==> src/rtl/tmr_pkg.sv <==
package tmr_pkg;
  typedef enum logic [1:0] {
    ACT_HOLD   = 2'b00,
    ACT_LOW    = 2'b01,
    ACT_HIGH   = 2'b10,
    ACT_TOGGLE = 2'b11
  } act_e;
endpackage

==> src/rtl/tmr_counter.sv <==
module tmr_counter #(
  parameter int W = 10
) (
  input  logic         clk_i,
  input  logic         rst_ni,
  input  logic         en_i,
  input  logic         pause_i,
  input  logic         clr_i,
  output logic [W-1:0] cnt_o
);
  logic [W-1:0] cnt_q;

  always_ff @(posedge clk_i or negedge rst_ni) begin
    if (!rst_ni)       cnt_q <= '0;
    else if (!en_i)    cnt_q <= '0;
    else if (!pause_i) cnt_q <= clr_i ? '0 : cnt_q + 1'b1;  // wraps naturally
  end

  assign cnt_o = cnt_q;

  p_off_zero_r9: assert property (@(posedge clk_i) disable iff (!rst_ni)
    !en_i |=> cnt_q == '0);
  p_pause_hold_r8: assert property (@(posedge clk_i) disable iff (!rst_ni)
    en_i && pause_i |=> $stable(cnt_q));
  p_step_r1: assert property (@(posedge clk_i) disable iff (!rst_ni)
    en_i && !pause_i && !clr_i |=> cnt_q == $past(cnt_q) + 1'b1);
endmodule

==> src/rtl/tmr_match.sv <==
module tmr_match #(
  parameter int W = 10
) (
  input  logic         clk_i,
  input  logic         rst_ni,
  input  logic         run_i,
  input  logic [W-1:0] cnt_i,
  input  logic [W-1:0] per_i,
  input  logic [W-1:0] cmp_a_i,
  input  logic         clr_sel_i,
  input  logic         flag_p_clr_i,
  input  logic         flag_a_clr_i,
  output logic         match_a_o,
  output logic         clr_cnt_o,
  output logic         flag_p_o,
  output logic         flag_a_o
);
  localparam int NF = 2;  // 0: period, 1: A

  logic match_p, match_a;
  logic [NF-1:0] set_v, clr_v, flag_q;

  assign match_p = run_i && (per_i != '0) && (cnt_i == per_i);
  assign match_a = run_i && (cmp_a_i != '0) && (cnt_i == cmp_a_i);

  assign clr_cnt_o = clr_sel_i ? match_a : match_p;
  assign match_a_o = match_a;

  assign set_v = {match_a, match_p && !clr_sel_i};
  assign clr_v = {flag_a_clr_i, flag_p_clr_i};

  for (genvar i = 0; i < NF; i++) begin : g_flag
    always_ff @(posedge clk_i or negedge rst_ni) begin
      if (!rst_ni)       flag_q[i] <= 1'b0;
      else if (set_v[i]) flag_q[i] <= 1'b1;  // set beats clear
      else if (clr_v[i]) flag_q[i] <= 1'b0;
    end
  end

  assign flag_p_o = flag_q[0];
  assign flag_a_o = flag_q[1];

  p_a_zero_r4: assert property (@(posedge clk_i) disable iff (!rst_ni)
    cmp_a_i == '0 |-> !match_a_o);
  p_no_pflag_r3: assert property (@(posedge clk_i) disable iff (!rst_ni)
    clr_sel_i && !flag_q[0] |=> !flag_q[0]);
  p_aflag_set_r10: assert property (@(posedge clk_i) disable iff (!rst_ni)
    match_a_o |=> flag_q[1]);
endmodule

==> src/rtl/tmr_pin.sv <==
module tmr_pin
  import tmr_pkg::*;
(
  input  logic       clk_i,
  input  logic       rst_ni,
  input  logic       en_i,
  input  logic       match_a_i,
  input  logic [1:0] act_i,
  input  logic       init_lvl_i,
  input  logic       pol_i,
  output logic       pin_o
);
  logic en_q, out_q, out_d, en_rise;
  act_e act;

  assign act     = act_e'(act_i);
  assign en_rise = en_i && !en_q;

  always_comb begin
    out_d = out_q;
    if (en_rise) out_d = init_lvl_i;
    else if (match_a_i) begin
      unique case (act)
        ACT_HOLD:   out_d = out_q;
        ACT_LOW:    out_d = 1'b0;
        ACT_HIGH:   out_d = 1'b1;
        ACT_TOGGLE: out_d = ~out_q;
        default:    out_d = out_q;
      endcase
    end
  end

  always_ff @(posedge clk_i or negedge rst_ni) begin
    if (!rst_ni) begin
      en_q  <= 1'b0;
      out_q <= 1'b0;
    end else begin
      en_q  <= en_i;
      out_q <= out_d;
    end
  end

  assign pin_o = out_q ^ pol_i;

  p_init_load_r6: assert property (@(posedge clk_i) disable iff (!rst_ni)
    en_i && !en_q |=> out_q == $past(init_lvl_i));
  p_only_a_r5: assert property (@(posedge clk_i) disable iff (!rst_ni)
    !(en_i && !en_q) && !match_a_i |=> $stable(out_q));
endmodule

==> src/rtl/tmr_cmp_out.sv <==
module tmr_cmp_out #(
  parameter int CNT_W = 10
) (
  input  logic             clk_i,
  input  logic             rst_ni,
  input  logic             en_i,
  input  logic             pause_i,
  input  logic             clr_sel_i,
  input  logic [1:0]       act_i,
  input  logic             init_lvl_i,
  input  logic             pol_i,
  input  logic [CNT_W-1:0] per_i,
  input  logic [CNT_W-1:0] cmp_a_i,
  input  logic             flag_p_clr_i,
  input  logic             flag_a_clr_i,
  output logic             flag_p_o,
  output logic             flag_a_o,
  output logic             pin_o
);
  logic [CNT_W-1:0] cnt;
  logic clr_cnt, match_a;

  tmr_counter #(.W(CNT_W)) u_cnt (
    .clk_i(clk_i), .rst_ni(rst_ni), .en_i(en_i), .pause_i(pause_i),
    .clr_i(clr_cnt), .cnt_o(cnt)
  );

  tmr_match #(.W(CNT_W)) u_match (
    .clk_i(clk_i), .rst_ni(rst_ni), .run_i(en_i && !pause_i), .cnt_i(cnt),
    .per_i(per_i), .cmp_a_i(cmp_a_i), .clr_sel_i(clr_sel_i),
    .flag_p_clr_i(flag_p_clr_i), .flag_a_clr_i(flag_a_clr_i),
    .match_a_o(match_a), .clr_cnt_o(clr_cnt),
    .flag_p_o(flag_p_o), .flag_a_o(flag_a_o)
  );

  tmr_pin u_pin (
    .clk_i(clk_i), .rst_ni(rst_ni), .en_i(en_i), .match_a_i(match_a),
    .act_i(act_i), .init_lvl_i(init_lvl_i), .pol_i(pol_i), .pin_o(pin_o)
  );

  p_pin_pol_r7: assert property (@(posedge clk_i) disable iff (!rst_ni)
    $stable(u_pin.out_q) && $changed(pol_i) |-> pin_o != $past(pin_o));
endmodule

==> config.mk <==
export PLATFORM = sky130hd
export DESIGN_NAME = tmr_cmp_out
export DESIGN_NICKNAME = d
export VERILOG_FILES = /design/src/rtl/tmr_pkg.sv /design/src/rtl/tmr_counter.sv /design/src/rtl/tmr_match.sv /design/src/rtl/tmr_pin.sv /design/src/rtl/tmr_cmp_out.sv
export SDC_FILE = /design/constraint.sdc
export NUM_CORES = 1
export LEC_CHECK = 0
export ABC_AREA = 1
export BUFFER_PORTS_ARGS = -buffer_cell sky130_fd_sc_hd__buf_2
export CAP_MARGIN = 20
export CORE_MARGIN = 2
export CORE_UTILIZATION = 51
export CTS_BUF_LIST = sky130_fd_sc_hd__clkbuf_2 sky130_fd_sc_hd__clkbuf_4 sky130_fd_sc_hd__clkbuf_8
export CTS_CLUSTER_DIAMETER = 60
export DETAILED_ROUTE_END_ITERATION = 12
export PLACE_DENSITY = 0.78
export SETUP_SLACK_MARGIN = 0.3
export SYNTH_ARGS = -nofsm -noshare
export SYNTH_HDL_FRONTEND = slang
export SYNTH_SLANG_ARGS = --single-unit
==> constraint.sdc <==
create_clock -name clk_i -period 1.7 [get_ports clk_i]
set_input_delay 0.17 -clock clk_i [delete_from_list [all_inputs] [get_ports clk_i]]
set_output_delay 0.17 -clock clk_i [all_outputs]
set_load 0.1 [all_outputs]
# Yosys cells after proc, flatten, opt, wreduce, memory -nomap -nowiden
# Index checks and enable logic that the tools add are counted.
[op_classes]
add_sub_neg = 1
n_div = 0
order_cmp = 0
n_shift = 0
multipliers = 0
eq_ne = 7
mux = 11
n_reduce_logical = 17
bitwise_logic = 2
[op_table]
columns = ["operator", "count"]
rows = [
  ["two-way mux 10 bit", 3],
  ["equality test 10 bit", 2],
  ["nonzero test 10 bit", 2],
  ["adder 10 x 1 -> 10 bit, second input constant", 1],
  ["logical AND 1 bit", 7],
  ["two-way mux 1 bit", 7],
  ["nonzero test 2 bit", 3],
  ["equality test 2 bit, second input constant", 2],
  ["logical NOT 1 bit", 3],
  ["one-hot mux 1 bit (3 select lines)", 1],
  ["equality test 2 x 1 -> 1 bit, second input constant", 1],
  ["logical NOT 2 bit", 1],
  ["!= test 2 x 1 -> 1 bit, second input constant", 1],
  ["!= test 2 bit, second input constant", 1],
  ["AND reduction 2 bit", 1],
  ["NOT 1 bit", 1],
  ["bitwise XOR 1 bit", 1],
]
[word_totals]
mem_bits_rw = 0
register_bits = 14
inputBits = 31
elab_cells = 43
mem_count = 0
latch_bits = 0
out_inout_bits = 3
mem_bits_ro = 0

# Longest topological paths before layout
[logic_depth]
word_depth = 8
ltp_mapped = 11
ltp_nobuf = 10

# Hierarchy
# From an unflattened synthesis, not the netlist that was laid out.
[unflattened]
hier_cells = 213
area_unflattened_um2 = 1237.4
[modules_own_cells]
columns = ["mod", "n_inst", "area_per_inst_um2", "seq_area_each_um2", "cells_each"]
rows = [
  ["tmr_counter", 1, 601.8, 250.2, 81],
  ["tmr_match", 1, 529.3, 50.0, 118],
  ["tmr_pin", 1, 96.3, 50.0, 12],
  ["tmr_cmp_out", 1, 10.0, 0.0, 2],
]

# Worst setup path after synthesis
# OpenSTA, ideal clock, no wires.
[synth_path]
path_kind = "reg2out"
start = "register u_pin.out_q"
end = "output port pin_o"
n_path_buf = 0
t_arrival_ns = 1.813
stages_incl_launch_ff = 2
slack_ns = -0.283
required_time_ns = 1.530
path_cell_list = "dfrtp_1 xor2_1"
[synth_between]
elab_chain_cells = 1
[synth_lines]
columns = ["item", "line", "source"]
rows = [
  ["from (decl)", "tmr_pin.sv:13", "logic en_q, out_q, out_d, en_rise;"],
  ["from (signal assigned)", "tmr_pin.sv:39", "out_q <= out_d;"],
  ["bitwise XOR 1 bit", "tmr_pin.sv:43", "assign pin_o = out_q ^ pol_i;"],
  ["to (decl)", "tmr_cmp_out.sv:18", "output logic pin_o"],
]
# No other way between the ends.

# Final worst setup path
[layout_path]
start = "register u_cnt.cnt_q[4], in the netlist u_cnt.cnt_o[4]"
end = "register u_cnt.cnt_q[7], in the netlist u_cnt.cnt_o[7]"
[layout_between]
elab_chain_cells = 6
word_cells_on_any_way = 9
cone_classes = "add/sub (1); eq/ne (2); mux (4); reduce/logical (2)"
[layout_lines]
columns = ["item", "line", "source"]
rows = [
  ["from (decl)", "tmr_counter.sv:11", "logic [W-1:0] cnt_q;"],
  ["from (signal assigned)", "tmr_counter.sv:16", "else if (!pause_i) cnt_q <= clr_i ? '0 : cnt_q + 1'b1;"],
  ["parallel branches: the longest is 3 deep, another holds adder 10 x 1 -> 10 bit", "-", ""],
  ["two-way mux 10 bit (*) (2 in series)", "tmr_counter.sv:16", ""],
  ["two-way mux 10 bit (*)", "tmr_counter.sv:15", "else if (!en_i) cnt_q <= '0;"],
]
# Every way passes the cells marked *. The select of a mux whose other input is x is not followed.
# A chain may end at the register's enable or synchronous reset.

==> impl_metrics.env <==
export IMPL_clock_latency_ps=270
export IMPL_gp_congestion=0.883
export IMPL_cts_path_max_buffers=2
export IMPL_fin_setup_tns_ps=0
export IMPL_syn_num_nets=241
export IMPL_rrSetupSlack_ps=220
export IMPL_fill_cells=205
export IMPL_post_dp_hpwl_um=2440
export IMPL_maxCapViolCount=0
export IMPL_syn_area_um2=1250
export IMPL_start_util_pct=55.1
export IMPL_num_rows=17
export IMPL_routed_wl_um=3300
export IMPL_crit_required_ps=1870
export IMPL_path_common_cell="nand2_1"
export IMPL_hold_class="input pin to flip-flop"
export IMPL_n_antenna_cell=0
export IMPL_period_share_pct=87.2
export IMPL_leakagePower_nw=0.896
export IMPL_outcome="complete, no violations"
export IMPL_crit_arrival_ps=1650
export IMPL_portBuffers=33
export IMPL_yosysSeqAreaShare_pct=27.9
export IMPL_die_x_um=53.6
export IMPL_worst_path_stages=8
export IMPL_fin_crit_ps=1480
export IMPL_synth_cells=209
export IMPL_cp_endpoint="u_cnt.cnt_o[7]"
export IMPL_max_freq_ghz=0.675
export IMPL_crit_path_start="u_cnt.cnt_o[4]"
export IMPL_ys_warn_count=0
export IMPL_maxSlewHeadroom_pct=68.0
export IMPL_ys_top_cells_by_area="dfrtp_1, nand2_1, nor2_1, nand3_1, inv_1"
export IMPL_max_stage_delay_ps=420
export IMPL_cts_root_buf="clkbuf_4"
export IMPL_timing_critical_path_buf_inv=2
export IMPL_cp_max_fo=5
export IMPL_drtIter0Drc=52
export IMPL_routed_via_count=1393
export IMPL_dieArea_um2=2870
export IMPL_rsz0062_at_grt="yes"
export IMPL_cts_max_level=1
export IMPL_drive_gt1_share_pct=30.0
export IMPL_coreArea_um2=2280
export IMPL_rr_endpoint="u_cnt.cnt_o[7]"
export IMPL_yosysUniqueCellTypes=23
export IMPL_grt_pass1_vias=1237
export IMPL_grt_max_degree=15
export IMPL_vdd_ir_drop_max_mv=0.459
export IMPL_clock_sinks=14
export IMPL_fin_skew_ps=2.71
export IMPL_grtUsageTotal_pct=25.0
export IMPL_grt_overflow=0
export IMPL_cts_tree="done"
export IMPL_area_delta_synth_final_pct=28.3
export IMPL_post_route_util_pct=70.8
export IMPL_grt_pass1_wl_um=5170
export IMPL_power_mw=0.759
export IMPL_reg2reg_from="u_cnt.cnt_o[4]"
export IMPL_hold_viol=0
export IMPL_endpoint_kind="flip-flop"
export IMPL_netlist_area_leader_share_pct=27.9
export IMPL_via_per_inst=4.96
export IMPL_power_density_nw_per_um2=471
export IMPL_worstMarginPinSlew_ps=483
export IMPL_antenna_found_initial=0
export IMPL_wire_per_inst_um=11.8
export IMPL_drt_antenna_violating_nets=0
export IMPL_fp_dieH_um=53.6
export IMPL_cp_start_kind="flip-flop"
export IMPL_avgSynthCellArea_um2=6.00
export IMPL_ys_seq_elements=14
export IMPL_drcViolationCount=0
export IMPL_ff2ff_path_depth=8
export IMPL_cts_made_buffers=3
export IMPL_crit_chain="buf_4 > nand2_1 > nor3_2 > nand2_1 > xor2_1 > clkinv_1 > nand3_1 > nand2_1"
export IMPL_layout_nets=287
export IMPL_cp_slowest_cell="dfrtp_1"
export IMPL_drtPass1Iterations=4
export IMPL_setup_viol=0
export IMPL_critical_path_top_delay_family="simple AND/OR/NAND/NOR gates"
export IMPL_ioPinCount=34
export IMPL_critical_path_class="flip-flop to flip-flop"
export IMPL_yosys_area_top_type="dfrtp_1"
export IMPL_clk_pin_slew_ps=80
export IMPL_drv_slew=0
-- stage by stage --
step	instance area (µm²)	hold WS (ps)	worst slack (ps)	std cells
CTS	1540	40.9	294	276
global placement	1450	92.3	193	267
detailed placement	1450	93.6	199	267
global route	1610	32.8	177	281
finish	1610	42.0	218	281
floorplan	1270	-126	430	209
-- worst min-delay path by stage --
stage	cells after the start	to	start	slack [ps]
2_1_floorplan	0	u_cnt.cnt_o[0]	rst_ni	-130
6_report	1	u_pin.en_q	en_i	40
3_5_place_dp	1	u_cnt.cnt_o[2]	rst_ni	90
3_3_place_gp	1	u_cnt.cnt_o[2]	rst_ni	90
5_1_grt	1	u_pin.en_q	en_i	30
4_1_cts	1	u_pin.en_q	en_i	40
-- kinds of logic after synthesis --
| group | count (synthesis) | synth area share (%) |
|---|---|---|
| compound gates | 8 | 4.09 |
| xor+xnor | 11 | 7.68 |
| fa+ha+maj | 1 | 0.997 |
| buf+inv | 38 | 12.3 |
| flops | 14 | 27.9 |
| simple gates | 137 | 47.1 |
-- flip-flops by register name, indices dropped and copies added (netlist names) --
signal / cells
u_pin.out_q: 1
u_match.flag_a_o: 1
u_match.flag_p_o: 1
u_pin.en_q: 1
u_cnt.cnt_o: 10
-- where the power goes --
part | switching, mW | internal (mW)
Clock | 0.103 | 0.0818
Sequential | 0.0124 | 0.342
Combinational | 0.137 | 0.0832
Total | 0.253 | 0.507
-- layer usage --
metal	global-route usage [%]	vias up	share of wire (%)
met5	0	-	0
met4	7.26	0	1.1
met3	3.33	4	6.1
met2	43.4	53	48
met1	32.2	617	44
li1	-	719	-
-- synth_stat cells, drive strengths merged --
cell type   n
nand2      84
inv        33
nor2       28
nand3      19
dfrtp      14
xor2        8
o21ai       6
buf         3
xnor2       3
a21oi       2
clkinv      2
nor3        2
or2         2
ha          1
nand3b      1
nand4       1
-- layout make-up --
type / count / area (µm²) / area share (%)
repair buffers: 43 / 249 / 15.5
multi-input cells: 158 / 817 / 50.7
well taps: 28 / 35.0 / 2.18
inverters: 35 / 131 / 8.16
clock buffers: 3 / 22.5 / 1.40
flip-flops and latches: 14 / 355 / 22.1
-- what timing repair did --
action,in CTS,in global routing
endpoints found under the hold margin,14,0
buffers inserted,5,4
hold buffers,1,0
gates resized for setup,7,9
setup endpoints to repair,11,12
cloned,0,1
pin swaps,1,5
-- placed cells by master (no fill, tap or decap), drive strengths merged --
master,instances
nand3,20
clkinv,2
or2,2
ha,1
nor3,2
clkbuf,3
a21oi,2
buf,42
nand3b,1
inv,33
o21ai,6
dlygate4sd3,1
nand4,1
xnor2,3
nor2,28
xor2,8
nand2,84
dfrtp,14
Note: power is estimated with default switching activity, not from simulation.
